--- src/rtl/cpa_pkg.sv ---
`timescale 1ns/1ps
package cpa_pkg;
  localparam int OPC_W = 8;

  typedef enum logic [1:0] {
    ST_IDLE = 2'd0,
    ST_FILL = 2'd1,
    ST_HOLD = 2'd2
  } cpa_state_e;
endpackage

--- src/rtl/cpa_len_lut.sv ---
`timescale 1ns/1ps
module cpa_len_lut #(
  parameter int CW = 4
) (
  input  logic [cpa_pkg::OPC_W-1:0] opcode,
  output logic [CW-1:0]             extra
);
  logic [3:0] v;

  // Opcode groups: top three bits pick a family, bits 4:2 pick a sub-group.
  always_comb begin
    v = 4'd0;
    unique case (opcode[7:5])
      3'b000: v = (opcode == 8'h02) ? 4'd2 : 4'd0;
      3'b001: begin
        unique case (opcode[4:2])
          3'd0: v = 4'd3;
          3'd1: v = 4'd6;
          3'd2: v = 4'd4;
          3'd3: v = 4'd8;
          3'd4: v = 4'd5;
          3'd5: v = 4'd8;
          3'd6: v = 4'd7;
          3'd7: v = 4'd11;
          default: v = 4'd0;
        endcase
      end
      3'b010: begin
        unique case (opcode[4:2])
          3'd0: v = 4'd2;
          3'd1: v = 4'd0;
          3'd2, 3'd3, 3'd4: v = 4'd3;
          3'd5: v = 4'd0;
          3'd6, 3'd7: v = 4'd4;
          default: v = 4'd0;
        endcase
      end
      3'b011: begin
        unique case (opcode[4:2])
          3'd0: v = 4'd2;
          3'd1: v = 4'd3;
          default: v = opcode[2] ? 4'd2 : 4'd1;
        endcase
      end
      3'b100: v = (opcode == 8'h80) ? 4'd3 : 4'd0;
      3'b101: v = (opcode == 8'hA0) ? 4'd2 : 4'd0;
      3'b110: v = (opcode == 8'hC0) ? 4'd2 : 4'd0;
      default: v = 4'd0;
    endcase
  end

  assign extra = CW'(v);
endmodule

--- src/rtl/cpa_ctl_decode.sv ---
`timescale 1ns/1ps
module cpa_ctl_decode #(
  parameter int DW = 32
) (
  input  logic          ctl_we,
  input  logic [DW-1:0] ctl_data,
  output logic          flush
);
  localparam int TOP = DW - 8;
  localparam logic [DW-1:0] EXACT_CLR = DW'(32'h0400_0000);

  logic [7:0] cmd;
  logic       by_cmd;
  logic       by_val;

  assign cmd    = ctl_data[DW-1:TOP];
  assign by_cmd = (cmd == 8'h01) || (cmd == 8'h02);
  assign by_val = (ctl_data == EXACT_CLR);
  assign flush  = ctl_we && (by_cmd || by_val);
endmodule

--- src/rtl/cpa_seq.sv ---
`timescale 1ns/1ps
module cpa_seq #(
  parameter int DW        = 32,
  parameter int MAX_WORDS = 12,
  parameter int CW        = $clog2(MAX_WORDS + 1)
) (
  input  logic                      clk,
  input  logic                      rst_n,
  input  logic                      in_valid,
  input  logic [DW-1:0]             in_data,
  input  logic                      flush,
  input  logic                      pkt_ack,
  input  logic [CW-1:0]             lut_extra,
  output logic [cpa_pkg::OPC_W-1:0] cur_op,
  output logic                      in_ready,
  output logic                      wr_en,
  output logic [CW-1:0]             wr_idx,
  output logic                      start,
  output logic                      strobe,
  output logic [CW-1:0]             len
);
  import cpa_pkg::*;

  localparam int TOP = DW - OPC_W;

  cpa_state_e         state_q, state_d;
  logic [CW-1:0]      rem_q, rem_d;
  logic [CW-1:0]      idx_q, idx_d;
  logic [CW-1:0]      len_q, len_d;
  logic [OPC_W-1:0]   op_q, op_d;
  logic               stb_q, stb_d;
  logic               accept;

  assign in_ready = (state_q != ST_HOLD);
  assign accept   = in_valid && in_ready && !flush;

  always_comb begin
    state_d = state_q;
    rem_d   = rem_q;
    idx_d   = idx_q;
    len_d   = len_q;
    op_d    = op_q;
    stb_d   = 1'b0;
    wr_en   = 1'b0;
    wr_idx  = idx_q;
    start   = 1'b0;
    unique case (state_q)
      ST_IDLE: begin
        if (accept) begin
          wr_en  = 1'b1;
          wr_idx = '0;
          start  = 1'b1;
          op_d   = in_data[DW-1:TOP];
          if (lut_extra == '0) begin
            state_d = ST_HOLD;
            stb_d   = 1'b1;
            len_d   = CW'(1);
          end else begin
            state_d = ST_FILL;
            rem_d   = lut_extra;
            idx_d   = CW'(1);
          end
        end
      end
      ST_FILL: begin
        if (flush) begin
          state_d = ST_IDLE;
        end else if (accept) begin
          wr_en = 1'b1;
          idx_d = idx_q + CW'(1);
          rem_d = rem_q - CW'(1);
          if (rem_q == CW'(1)) begin
            state_d = ST_HOLD;
            stb_d   = 1'b1;
            len_d   = idx_q + CW'(1);
          end
        end
      end
      ST_HOLD: begin
        if (pkt_ack) state_d = ST_IDLE;
      end
      default: state_d = ST_IDLE;
    endcase
  end

  always_ff @(posedge clk or negedge rst_n) begin
    if (!rst_n) begin
      state_q <= ST_IDLE;
      rem_q   <= '0;
      idx_q   <= '0;
      len_q   <= '0;
      op_q    <= '0;
      stb_q   <= 1'b0;
    end else begin
      state_q <= state_d;
      rem_q   <= rem_d;
      idx_q   <= idx_d;
      len_q   <= len_d;
      op_q    <= op_d;
      stb_q   <= stb_d;
    end
  end

  assign strobe = stb_q;
  assign len    = len_q;
  assign cur_op = op_q;
endmodule

--- src/rtl/cpa_buf.sv ---
`timescale 1ns/1ps
module cpa_buf #(
  parameter int DW        = 32,
  parameter int MAX_WORDS = 12,
  parameter int CW        = $clog2(MAX_WORDS + 1)
) (
  input  logic                    clk,
  input  logic                    rst_n,
  input  logic                    wr_en,
  input  logic [CW-1:0]           wr_idx,
  input  logic [DW-1:0]           wr_data,
  input  logic                    start,
  output logic [MAX_WORDS*DW-1:0] words
);
  for (genvar i = 0; i < MAX_WORDS; i++) begin : g_slot
    logic [DW-1:0] q, d;
    logic          hit, clr, en;

    assign hit = wr_en && (wr_idx == CW'(i));
    // Slot 0 is always rewritten on start; the rest are wiped.
    assign clr = start && (i != 0);
    assign en  = hit || clr;
    assign d   = hit ? wr_data : '0;

    always_ff @(posedge clk or negedge rst_n) begin
      if (!rst_n)  q <= '0;
      else if (en) q <= d;
    end

    assign words[i*DW +: DW] = q;
  end
endmodule

--- src/rtl/cmd_packet_asm.sv ---
`timescale 1ns/1ps
module cmd_packet_asm #(
  parameter int DW        = 32,
  parameter int MAX_WORDS = 12,
  parameter int CW        = $clog2(MAX_WORDS + 1)
) (
  input  logic                      clk,
  input  logic                      rst_n,
  input  logic                      in_valid,
  input  logic [DW-1:0]             in_data,
  output logic                      in_ready,
  input  logic                      ctl_we,
  input  logic [DW-1:0]             ctl_data,
  output logic                      pkt_strobe,
  output logic [cpa_pkg::OPC_W-1:0] pkt_opcode,
  output logic [MAX_WORDS*DW-1:0]   pkt_words,
  output logic [CW-1:0]             pkt_len,
  input  logic                      pkt_ack
);
  localparam int TOP = DW - cpa_pkg::OPC_W;

  logic          flush;
  logic [CW-1:0] extra;
  logic          wr_en;
  logic [CW-1:0] wr_idx;
  logic          start;

  cpa_ctl_decode #(.DW(DW)) u_dec (
    .ctl_we   (ctl_we),
    .ctl_data (ctl_data),
    .flush    (flush)
  );

  cpa_len_lut #(.CW(CW)) u_lut (
    .opcode (in_data[DW-1:TOP]),
    .extra  (extra)
  );

  cpa_seq #(.DW(DW), .MAX_WORDS(MAX_WORDS), .CW(CW)) u_seq (
    .clk       (clk),
    .rst_n     (rst_n),
    .in_valid  (in_valid),
    .in_data   (in_data),
    .flush     (flush),
    .pkt_ack   (pkt_ack),
    .lut_extra (extra),
    .cur_op    (pkt_opcode),
    .in_ready  (in_ready),
    .wr_en     (wr_en),
    .wr_idx    (wr_idx),
    .start     (start),
    .strobe    (pkt_strobe),
    .len       (pkt_len)
  );

  cpa_buf #(.DW(DW), .MAX_WORDS(MAX_WORDS), .CW(CW)) u_buf (
    .clk     (clk),
    .rst_n   (rst_n),
    .wr_en   (wr_en),
    .wr_idx  (wr_idx),
    .wr_data (in_data),
    .start   (start),
    .words   (pkt_words)
  );
endmodule

--- config.mk ---
export PLATFORM = sky130hd
export DESIGN_NAME = cmd_packet_asm
export DESIGN_NICKNAME = d
export VERILOG_FILES = /design/src/rtl/cpa_pkg.sv /design/src/rtl/cpa_len_lut.sv /design/src/rtl/cpa_ctl_decode.sv /design/src/rtl/cpa_seq.sv /design/src/rtl/cpa_buf.sv /design/src/rtl/cmd_packet_asm.sv
export SDC_FILE = /design/constraint.sdc
export NUM_CORES = 1
export LEC_CHECK = 0
export BUFFER_PORTS_ARGS = -buffer_cell sky130_fd_sc_hd__buf_2
export CORE_ASPECT_RATIO = 0.9
export CORE_MARGIN = 2
export CORE_UTILIZATION = 40
export CTS_CLUSTER_SIZE = 14
export DETAILED_ROUTE_END_ITERATION = 7
export GPL_TIMING_DRIVEN = 1
export MAX_ROUTING_LAYER = met4
export PLACE_DENSITY_LB_ADDON = 0.1
export SETUP_SLACK_MARGIN = 0.1
export SYNTH_ARGS = -nofsm -noshare
export SYNTH_HDL_FRONTEND = slang
export SYNTH_SLANG_ARGS = --single-unit
--- constraint.sdc ---
create_clock -name clk -period 1.97 [get_ports clk]
set_input_delay 0.394 -clock clk [delete_from_list [all_inputs] [get_ports clk]]
set_output_delay 0.394 -clock clk [all_outputs]
set_load 0.1 [all_outputs]
==> results.txt <==
----------------------------------------------------
[GRT]
  Global route total overflow ... 0
  Global-route wire length before repair ... 81,000 um
  Total track usage ... between 20% and 30%
  Antenna violations before repair ... 0
  Pin count of the biggest net entering global routing ... between 60 and 70
  Via count of the first global-routing pass ... 12,100

[Pwr]
  Ratio of total power to cell area ... 1440 mW/mm^2
  Leakage power summed over all cells ... roughly 12 nW
  Peak ir drop on the vdd network ... 1170 uV
  Power consumption ... between 30 and 40 mW

[Clock tree]
  Clock transition at path regs ... roughly 0.05 ns
  Clk root buf ... sky130_fd_sc_hd__clkbuf_16
  Clock Latency Late Sink ... 0.54 ns
  Num CTS Buffers ... 43
  CTS tree ... yes
  Maximum level of the CTS H-tree ... 2
  Clock tree sinks ... around 400
  Longest Clk Path Bufs ... 3

[Placed design]
  Detailed placer's ending HPWL ... 37,300 um
  Weighted congestion at the end of routability-driven global placement ... 0.806
  Quantity of I/O buffers inserted on ports ... roughly 470
  Post-placement worst setup slack ... -0.645 ns

[Status]
  Violations in the final reports ... setup timing
  Status ... finished, violations left

[Floorplan]
  Io pins ... approximately 470
  Row cnt ... 68
  Horizontal extent of the die ... around 210 um
  Y dimension of the die ... roughly 190 um
  Initial core utilization ... roughly two fifths
  Floorplan Core Area ... 0.0382 sq mm
  Die Footprint ... a little over 0.04 sq mm

[Yosys]
  Leading post-synthesis cells by instance count ... 407 x sky130_fd_sc_hd__dfrtp_1, 352 x sky130_fd_sc_hd__a22o_1, 70 x sky130_fd_sc_hd__clkbuf_1
  Count of flip-flops with a built-in enable after synthesis ... 0
  Fraction of synthesized cell area taken by the top area cell type ... between 60% and 70%
  Cell with the most instances after synthesis ... sky130_fd_sc_hd__dfrtp_1
  Yosys warnings ... 0
  Most used flip-flop cell after synthesis ... sky130_fd_sc_hd__dfrtp_1
  Combined area of all synthesized cells ... between 0.015 and 0.02 sq mm
  Portion of the post-synthesis area used by sequential elements ... 65.9%
  Average size of a mapped cell ... ~14 sq um
  Number of register bits inferred by synthesis ... 407
  Async S/R FF share, synth ... between 90% and 100%
  Instance count of the mapped netlist ... 1,083
  Synth area leader ... sky130_fd_sc_hd__dfrtp_1
  Netlist cell types ... between 60 and 70
  Post-synth net total ... roughly 1,200
  Main area contributors after synthesis ... sky130_fd_sc_hd__dfrtp_1 66%, sky130_fd_sc_hd__a22o_1 20%, sky130_fd_sc_hd__mux2_2 2.9%

[Worst setup path]
  Crit start category ... flip-flop
  Source of the worst register-to-register timing path ... u_seq.state_q[1]
  Category of the worst setup path capture point ... flip-flop
  Arr. time, crit path ... about 2.5 ns
  Worst Setup Path Type ... reg2reg
  Worst path required time ... between 2 and 2.5 ns
  Reg2reg end ... u_buf.g_slot[9].q[9]
  Maximum fanout along the worst path ... 8
  Register-to-Register Path Depth ... 10
  Worst R2R Setup Slack ... -0.09 ns

[Worst hold path]
  Hold path cells ... 2
  Endpoint with the worst hold slack ... u_seq.state_q[1]
  Hold path start ... pkt_ack
  Hold Path Class ... in2reg

[Drt]
  Count of antenna-violating nets left after detailed routing ... 0
  DRT Pass-1 Iters ... 5
  Avg Vias per Cell ... ~5.7
  Final routed DRC violation total ... 0
  WL/cell ... between 20 and 30 um
  Number of design-rule violations left by the first detailed-router iteration ... 935
  Wirelength, routed ... between 50,000 and 60,000 um
  Vias post-DR ... between 10,000 and 15,000

[Timing]
  Final period util ... 105%
  Final setup viols ... between 200 and 250
  Fin. Hold Viols ... 0
  Max Slew Vio Count ... 0
  Unrepaired setup endpoints after global routing ... yes
  Final critical-path required period ... around 2.1 ns
  Worst hold slack after final layout ... slightly above 0.08 ns
  Final worst slack ... -0.0922 ns
  Tightest slew margin relative to the limit ... 63.9%
  Max Fclk ... about 480 MHz
  Clk_skew ... 0.0216 ns
  Slew of the pin with the lowest slew margin ... around 0.55 ns

[Run]
  Max-cap check violation count ... 0

[Finish]
  Area added between synthesis and finish ... 42.6%
  Inserted Diodes ... 0
  Layout cell share with drive strength beyond 1 ... a little under half
  Util after Layout ... approximately 58%
  Final nets ... approximately 1,700

----------------------------------------------------
[flip-flops by register name (all words and copies together) (netlist names)]
signal and count:
u_seq.strobe 1, u_seq.idx_q 4, u_buf.g_slot.q 384, u_seq.state_q 2
u_seq.len 4, u_seq.rem_q 4, u_seq.cur_op 8
[timing repair]
action	CTS	global route
hold buffers	1	0
pin swaps	24	85
setup buffers	17	14
resized for setup	33	37
hold endpoints to repair	29	0
cloned	4	22
endpoints found under the setup margin	403	369
[power breakdown]
group          switching (mW)  total (mW)  internal (mW)
logic                    10.5        14.2           3.69
registers               0.580        9.89           9.31
clock network            3.22        7.71           4.49
[area by class of cell]
cell class / instances / area [sq um]
repair buffers: 649 / 4760
flip-flops and latches: 407 / 10200
multi-input cells: 548 / 5120
inverters: 11 / 41.3
well taps: 490 / 613
fillers: 3133 / 16200
clock inverters: 7 / 66.3
clock buffers: 63 / 1250
[worst max-delay path, stage by stage (launching register included)]
cell and delay (ns):
sky130_fd_sc_hd__dfrtp_2 0.42, sky130_fd_sc_hd__nand2b_4 0.08, sky130_fd_sc_hd__o211ai_4 0.12, sky130_fd_sc_hd__buf_12 0.18, sky130_fd_sc_hd__buf_6 0.11, sky130_fd_sc_hd__a2111oi_4 0.32, sky130_fd_sc_hd__buf_4 0.19, sky130_fd_sc_hd__nor2_4 0.04
sky130_fd_sc_hd__buf_12 0.13, sky130_fd_sc_hd__clkbuf_16 0.16, sky130_fd_sc_hd__a22o_1 0.18
[layout by cell type (no fill, tap or decap), types with 6 or more instances in the layout]
cell type,count
sky130_fd_sc_hd__buf_2,464
sky130_fd_sc_hd__buf_8,6
sky130_fd_sc_hd__clkbuf_8,10
sky130_fd_sc_hd__clkbuf_1,10
sky130_fd_sc_hd__nor2_1,18
sky130_fd_sc_hd__a22o_1,352
sky130_fd_sc_hd__clkbuf_16,59
sky130_fd_sc_hd__buf_4,96
sky130_fd_sc_hd__ha_1,7
sky130_fd_sc_hd__dfrtp_1,406
sky130_fd_sc_hd__mux2_4,25
sky130_fd_sc_hd__mux2_2,15
sky130_fd_sc_hd__nor2_4,10
sky130_fd_sc_hd__buf_6,16
sky130_fd_sc_hd__buf_12,45
sky130_fd_sc_hd__a2111oi_4,7
sky130_fd_sc_hd__nand2_1,16
sky130_fd_sc_hd__nor4_2,6
sky130_fd_sc_hd__inv_1,9
[through the flow]
| step | area, sq um | std cells | TNS (ns) |
|---|---|---|---|
| 2_1_floorplan | 16000 | 1083 | -131.12 |
| 3_3_place_gp | 19600 | 2047 | -183.19 |
| 3_5_place_dp | 19600 | 2047 | -189.24 |
| 4_1_cts | 21300 | 2139 | -2.95 |
| 5_1_grt | 22000 | 2175 | -20.89 |
| 6_report | 22000 | 2175 | -5.58 |
[layer usage]
| metal | wire length [um] | vias up | share of wire, % | GRT usage, % |
|---|---|---|---|---|
| met3 | 5160 | 101 | 8.8 | 6.55 |
| met2 | 26700 | 609 | 45 | 42.2 |
| met1 | 25100 | 6530 | 43 | 38.1 |
| li1 | - | 5257 | - | - |
| met4 | 1900 | 0 | 3.2 | 7.91 |
| met5 | 0 | - | 0 | - |
[worst max path at each step]
stage / startpoint / slack (ns) / cells after the start / end
detailed placement: in_data[27] / -0.64 / 9 / u_seq.idx_q[3]
CTS: u_seq.state_q[1] / -0.06 / 9 / u_buf.g_slot[1].q[0]
global route: u_seq.state_q[1] / -0.13 / 10 / u_buf.g_slot[9].q[9]
floorplan: in_data[26] / -0.71 / 10 / u_seq.idx_q[3]
global placement: in_data[27] / -0.62 / 9 / u_seq.idx_q[3]
finish: u_seq.state_q[1] / -0.09 / 10 / u_buf.g_slot[9].q[9]
[logic make-up (layout without fill, tap and decap cells)]
group / count (synthesis) / in the layout / share of synthesized area [%]
compound gates: 401 / 401 / 23.0
xor+xnor: 2 / 2 / 0.113
fa+ha+maj: 9 / 9 / 0.721
buf+inv: 128 / 730 / 3.85
flops: 407 / 407 / 65.9
mux: 43 / 43 / 3.11
simple gates: 93 / 93 / 3.34
No activity file was read; power rests on OpenSTA's default activity.
